[src/rtl/dram_probe_pkg.sv]
// Package: shared field positions and the window-update action type.
// Assumes a 32-bit geometry word; only the listed fields are decoded.
package dram_probe_pkg;

    localparam int ROWS_LSB  = 4;   // configured rows - 1, four bits
    localparam int BANK_BIT  = 2;   // bank bits - 2
    localparam int PAGE_LSB  = 8;   // log2(page bytes) - 3, four bits
    localparam int FIELD4_W  = 4;

    typedef enum logic [1:0] {
        WIN_KEEP    = 2'd0,
        WIN_DISABLE = 2'd1,
        WIN_ENABLE  = 2'd2
    } win_act_e;

endpackage

[src/rtl/dram_probe_geom.sv]
// Module: combinational decoder from geometry word and installed size to a
// window action and candidate window start. Assumes sizes are powers of two
// listed from 2^MIN_LG MiB upward; only the first PROBE_SIZES of them have a
// usable actual row count.
module dram_probe_geom
    import dram_probe_pkg::*;
#(
    parameter int           AW          = 36,
    parameter int           SIZE_W      = 12,
    parameter logic [AW-1:0] MEM_BASE   = 36'h0_4000_0000,
    parameter int           MIN_LG      = 8,
    parameter int           NUM_SIZES   = 4,
    parameter int           PROBE_SIZES = 3,
    parameter int           ROW_OFFSET  = 3
) (
    input  logic [31:0]       geom_word,
    input  logic [SIZE_W-1:0] size_mib,
    output win_act_e          action,
    output logic [AW-1:0]     new_start,
    output logic              size_err
);
    localparam int LG_W    = 5;
    localparam int SHIFT_W = 7;

    logic [LG_W-1:0]    size_lg;
    logic               size_ok;
    logic               probe_ok;
    logic [LG_W-1:0]    cfg_rows;
    logic [LG_W-1:0]    act_rows;
    logic [1:0]         bank_bits;
    logic [LG_W-1:0]    page_lg;
    logic [SHIFT_W-1:0] shift_amt;

    // Find the installed size among the supported powers of two.
    always_comb begin
        size_lg  = '0;
        size_ok  = 1'b0;
        probe_ok = 1'b0;
        for (int i = 0; i < NUM_SIZES; i++) begin
            if (size_mib == SIZE_W'(1 << (MIN_LG + i))) begin
                size_ok  = 1'b1;
                size_lg  = LG_W'(MIN_LG + i);
                probe_ok = (i < PROBE_SIZES);
            end
        end
    end

    // Decode the geometry fields and form the window offset exponent.
    always_comb begin
        cfg_rows  = LG_W'(geom_word[ROWS_LSB +: FIELD4_W]) + LG_W'(1);
        bank_bits = 2'd2 + {1'b0, geom_word[BANK_BIT]};
        page_lg   = LG_W'(geom_word[PAGE_LSB +: FIELD4_W]) + LG_W'(3);
        act_rows  = size_lg + LG_W'(ROW_OFFSET);
        shift_amt = SHIFT_W'(act_rows) + SHIFT_W'(bank_bits) + SHIFT_W'(page_lg);
        new_start = MEM_BASE + (AW'(1) << shift_amt);
    end

    // Choose what a geometry write does to the window.
    always_comb begin
        if (size_ok && (cfg_rows == act_rows))
            action = WIN_DISABLE;
        else if (probe_ok)
            action = WIN_ENABLE;
        else
            action = WIN_KEEP;
    end

    assign size_err = !size_ok;

endmodule

[src/rtl/dram_probe_window.sv]
// Module: holds the geometry register and the alias window state.
// Assumes a synchronous active-low reset; updates only on geometry writes.
module dram_probe_window
    import dram_probe_pkg::*;
#(
    parameter int            AW        = 36,
    parameter logic [AW-1:0] RST_START = 36'h0_4010_0000
) (
    input  logic          clk,
    input  logic          rst_n,
    input  logic          geom_wr,
    input  logic [31:0]   geom_word,
    input  win_act_e      action,
    input  logic [AW-1:0] new_start,
    output logic [31:0]   ctrl_q,
    output logic          win_en,
    output logic [AW-1:0] win_base
);
    // Capture the geometry word and apply the decoded window action.
    always_ff @(posedge clk) begin
        if (!rst_n) begin
            ctrl_q   <= '0;
            win_en   <= 1'b0;
            win_base <= RST_START;
        end else if (geom_wr) begin
            ctrl_q <= geom_word;
            case (action)
                WIN_DISABLE: win_en <= 1'b0;
                WIN_ENABLE: begin
                    win_en   <= 1'b1;
                    win_base <= new_start;
                end
                default: ;
            endcase
        end
    end

endmodule

[src/rtl/dram_probe_xlat.sv]
// Module: combinational request translation through the alias window.
// Assumes the window start plus WIN_BYTES does not exceed the address space.
module dram_probe_xlat #(
    parameter int            AW        = 36,
    parameter logic [AW-1:0] MEM_BASE  = 36'h0_4000_0000,
    parameter int            WIN_BYTES = 4096
) (
    input  logic          win_en,
    input  logic [AW-1:0] win_base,
    input  logic [AW-1:0] req_addr,
    output logic [AW-1:0] xlat_addr,
    output logic          hit
);
    logic [AW-1:0] delta;

    // Redirect hits to the base of memory; pass all else through.
    always_comb begin
        delta     = req_addr - win_base;
        hit       = win_en && (req_addr >= win_base) && (delta < AW'(WIN_BYTES));
        xlat_addr = hit ? (MEM_BASE + delta) : req_addr;
    end

endmodule

[src/rtl/dram_probe_alias.sv]
// Module: top of the size-probe row alias decoder. One geometry register at
// offset CTRL_OFF; all other offsets read zero and ignore writes.
// Assumes size_mib is held stable outside reset.
module dram_probe_alias
    import dram_probe_pkg::*;
#(
    parameter int            AW        = 36,
    parameter int            ROFF_W    = 12,
    parameter int            SIZE_W    = 12,
    parameter logic [AW-1:0] MEM_BASE  = 36'h0_4000_0000,
    parameter int            WIN_BYTES = 4096,
    parameter int            RST_OFF   = 1048576
) (
    input  logic              clk,
    input  logic              rst_n,
    input  logic              reg_wr_en,
    input  logic [ROFF_W-1:0] reg_addr,
    input  logic [31:0]       reg_wdata,
    output logic [31:0]       reg_rdata,
    input  logic [SIZE_W-1:0] size_mib,
    output logic              size_err,
    input  logic [AW-1:0]     req_addr,
    output logic [AW-1:0]     xlat_addr,
    output logic              alias_hit,
    output logic              alias_en,
    output logic [AW-1:0]     win_start
);
    localparam logic [ROFF_W-1:0] CTRL_OFF  = '0;
    localparam logic [AW-1:0]     RST_START = MEM_BASE + AW'(RST_OFF);

    win_act_e      action;
    logic [AW-1:0] new_start;
    logic [31:0]   ctrl_q;
    logic          geom_wr;

    assign geom_wr = reg_wr_en && (reg_addr == CTRL_OFF);

    dram_probe_geom #(
        .AW(AW), .SIZE_W(SIZE_W), .MEM_BASE(MEM_BASE)
    ) geom_i (
        .geom_word(reg_wdata), .size_mib(size_mib),
        .action(action), .new_start(new_start), .size_err(size_err)
    );

    dram_probe_window #(
        .AW(AW), .RST_START(RST_START)
    ) win_i (
        .clk(clk), .rst_n(rst_n), .geom_wr(geom_wr), .geom_word(reg_wdata),
        .action(action), .new_start(new_start),
        .ctrl_q(ctrl_q), .win_en(alias_en), .win_base(win_start)
    );

    dram_probe_xlat #(
        .AW(AW), .MEM_BASE(MEM_BASE), .WIN_BYTES(WIN_BYTES)
    ) xlat_i (
        .win_en(alias_en), .win_base(win_start), .req_addr(req_addr),
        .xlat_addr(xlat_addr), .hit(alias_hit)
    );

    // Register readback: only the geometry register is implemented.
    always_comb begin
        reg_rdata = (reg_addr == CTRL_OFF) ? ctrl_q : 32'd0;
    end

endmodule

[config.mk]
export PLATFORM = sky130hd
export DESIGN_NAME = dram_probe_alias
export DESIGN_NICKNAME = d
export VERILOG_FILES = /design/src/rtl/dram_probe_pkg.sv /design/src/rtl/dram_probe_geom.sv /design/src/rtl/dram_probe_window.sv /design/src/rtl/dram_probe_xlat.sv /design/src/rtl/dram_probe_alias.sv
export SDC_FILE = /design/constraint.sdc
export NUM_CORES = 1
export LEC_CHECK = 0
export BUFFER_PORTS_ARGS = -buffer_cell sky130_fd_sc_hd__clkbuf_2
export CORE_ASPECT_RATIO = 1.5
export CORE_MARGIN = 5
export CORE_UTILIZATION = 54
export CTS_BUF_LIST = sky130_fd_sc_hd__clkbuf_4 sky130_fd_sc_hd__clkbuf_8
export DETAILED_ROUTE_END_ITERATION = 8
export PLACE_DENSITY_LB_ADDON = 0.1
export SETUP_SLACK_MARGIN = 0.15
export SKIP_CTS_REPAIR_TIMING = 1
export SLEW_MARGIN = 10
export SYNTH_ARGS = -nofsm -noshare
export SYNTH_HDL_FRONTEND = slang
export SYNTH_SLANG_ARGS = --single-unit
export TNS_END_PERCENT = 50
[constraint.sdc]
create_clock -name clk -period 4.8 [get_ports clk]
set_input_delay 0.24 -clock clk [delete_from_list [all_inputs] [get_ports clk]]
set_output_delay 0.24 -clock clk [all_outputs]
set_load 0.02 [all_outputs]
==> flow_metrics.env <==
export IMPL_outcome="finished, final reports clean"
export IMPL_met3_usage_pct=3.885
export IMPL_synth_largest_area_cell="dfxtp_1"
export IMPL_drt_iter0_drc=407
export IMPL_clock_skew_ps=0
export IMPL_syn_cell_area_um2=6399
export IMPL_avgSynthCellArea_um2=7.493
export IMPL_via_per_inst=5.659
export IMPL_clk_insertion_delay_late_ps=340
export IMPL_timing_rr_start="win_i.win_en"
export IMPL_hp_class="primary input to register"
export IMPL_power_density_nw_per_um2=181.4
export IMPL_syn_num_nets=1004
export IMPL_rsz0062_at_grt="true"
export IMPL_synthArstFlopShare_pct=0
export IMPL_drtPass1Iterations=5
export IMPL_gr_max_usage_layer="met2"
export IMPL_nFillCells=934
export IMPL_track_usage_pct=25.71
export IMPL_synth_common_cells="131 x nand2_1, 69 x dfxtp_1, 62 x inv_1"
export IMPL_rows=48
export IMPL_dr_total_vias=6915
export IMPL_htree_num_levels=3
export IMPL_required_ps=4560
export IMPL_worstSetupEndpoint="xlat_addr[25]"
export IMPL_n_antenna_cell=0
export IMPL_period_share_pct=97.31
export IMPL_drt_wl_total_um=20660
export IMPL_r2r_slack_ps=4010
export IMPL_setup_viol=0
export IMPL_overflow=0
export IMPL_stdcell_area_um2=8573
export IMPL_rr_worst_depth=2
export IMPL_grt_pass1_wl_um=30130
export IMPL_use_met2_pct=47.17
export IMPL_place_congestion=0.9891
export IMPL_die_w_um=98.88
export IMPL_cts_tree="yes"
export IMPL_clk_pin_slew_worst_paths_ps=80
export IMPL_syn_inst=854
export IMPL_maxSlewHeadroom_pct=49.05
export IMPL_antenna_left=0
export IMPL_die_h_um=143.3
export IMPL_start_util_pct=55.20
export IMPL_fmax_mhz=214.1
export IMPL_tritoncts_num_sinks=69
export IMPL_crit_start="win_i.win_base[17]"
export IMPL_area_growth_synth_to_final_pct=33.99
export IMPL_synth_edff_count=0
export IMPL_synthDistinctLibCells=70
export IMPL_ys_seq_area_share_pct=21.59
export IMPL_drive_gt1_share_pct=34.79
export IMPL_crit_path_max_fanout=7
export IMPL_cp_arrival_ps=4430
export IMPL_post_route_min_period_ps=4671
export IMPL_core_um2=11590
export IMPL_ios=202
export IMPL_synth_seq_cells=69
export IMPL_dpl_instance_area_um2=7586
export IMPL_clockBufferDepth=2
export IMPL_hold_viol_final=0
export IMPL_ir_drop_mv=0.1776
export IMPL_grt_pass1_vias=6518
export IMPL_grt_use_met1_pct=27.88
export IMPL_yosysWarnings=0
export IMPL_worst_slew_pin_slew_ps=762.4
export IMPL_dp_hpwl_um=15330
export IMPL_die_area_um2=14170
export IMPL_root_buffer="clkbuf_8"
export IMPL_fin_nets=1217
export IMPL_setup_tns_ps=0
export IMPL_synthFlopType="dfxtp_1"
export IMPL_io_buffer_count=201
export IMPL_drcViolationCount=0
export IMPL_cts_buffers=9
export IMPL_cp_end_kind="output pin"
export IMPL_yosys_area_top_type_share_pct=21.59
export IMPL_start_kind="register"
export IMPL_antenna_found_initial=0
export IMPL_yosysMostFrequentCell="nand2_1"
export IMPL_rr_endpoint="win_i.win_en"
export IMPL_final_max_slew_violation_count=0
export IMPL_critical_path_class="register to output pin"
export IMPL_cap_viol_max_count=0
export IMPL_power_leakage_nw=3.714
export IMPL_grt_max_degree=58
export IMPL_wire_per_inst_um=16.90
export IMPL_ys_top_cells_by_area="dfxtp_1 22%, ha_1 10%, nand2_1 7.7%, a21oi_1 4.5%, mux2_4 4.5%"
[cells in the final DEF (no fill, tap or decap), drive strengths merged, types with 12 or more instances in the layout]
cell and instances:
buf 53, mux2 25, a21o 14, o31ai 12, o21ai 46, ha 52
nand2 133, inv 62, a21oi 64, nor2 51, clkbuf 200, and2 39
dfxtp 69, xor2 12, nor3 16, xnor2 30, a21boi 21, nand3 42
[worst max-delay path, cell delays in order, from the launching register on]
cell and delay (ps):
dfxtp_2 340, inv_2 40, ha_4 260, a21oi_4 240
o21ai_2 100, a21o_1 220, a221o_1 340, nor2_2 110
nor2_1 50, a31o_2 240, xnor2_2 240, ha_4 200
nand3_2 90, a21oi_2 170, mux2i_4 110, nor3_2 220
buf_4 160, a31oi_4 140, clkbuf_16 190, buf_12 140
buf_12 120, a22o_1 180, clkbuf_2 150
[kinds of logic (layout without fill, tap and decap cells)]
kind of cell	after synthesis	after routing	share of synthesized area [%]
xor gates and xnor gates	43	43	6.101
AOI/OAI and AO/OA	216	216	22.88
DFF	69	69	21.59
and+or+nand+nor	336	336	25.05
adders and majority gates	55	55	11.11
muxes	34	34	6.922
buffers and inverters	101	319	6.355
[metrics by stage]
step                      setup slack, ps  power [mW]  util (%)  hold slack [ps]  instances
after floorplan                     370.3      0.8770         -            376.0        854
after global placement              303.3       1.008     65.45            437.8       1186
after detailed placement            213.5       1.010     65.45            444.0       1186
after CTS                          -62.19       1.493     67.17            92.24       1202
after global routing                13.34       1.630     73.96            112.3       1222
final                               129.3       1.555     73.96            108.1       1222
[layer usage]
metal	vias to the layer above	wire length (um)
met2	301	10690
met3	65	1276
met4	0	1090
li1	3427	-
met5	-	0
met1	3122	7599
[flip-flops by register name (all words and copies together) (netlist names)]
| register | count |
|---|---|
| win_i.ctrl_q | 32 |
| win_i.win_base | 36 |
| win_i.win_en | 1 |
[report_power, final]
| group | leakage (nW) | switching (mW) | total, mW | internal [mW] |
|---|---|---|---|---|
| clock network | 0.103 | 0.222 | 0.486 | 0.264 |
| logic | 3.05 | 0.280 | 0.498 | 0.218 |
| registers | 0.562 | 0.0000117 | 0.571 | 0.571 |
[worst min-delay path by stage]
stage	from	to	slack (ps)	cells after the start
2_1_floorplan	reg_wdata[0]	win_i.ctrl_q[0]	380	2
3_3_place_gp	win_i.ctrl_q[13]	win_i.ctrl_q[13]	440	2
3_5_place_dp	win_i.ctrl_q[3]	win_i.ctrl_q[3]	440	2
4_1_cts	reg_wdata[13]	win_i.ctrl_q[13]	90	3
5_1_grt	reg_wdata[0]	win_i.ctrl_q[0]	110	3
6_report	reg_wdata[13]	win_i.ctrl_q[13]	110	3
[cell type report]
| type | count | area (um2) | area share [%] |
|---|---|---|---|
| clock buffer | 12 | 152.6 | 1.780 |
| multi-input combinational | 684 | 5059 | 59.00 |
| timing repair buffer | 241 | 1494 | 17.43 |
| sequential | 69 | 1400 | 16.33 |
| tap | 150 | 187.7 | 2.189 |
| clock inverter | 4 | 47.55 | 0.5546 |
| inverter | 62 | 232.7 | 2.715 |
No activity file was read; power rests on OpenSTA's default activity.
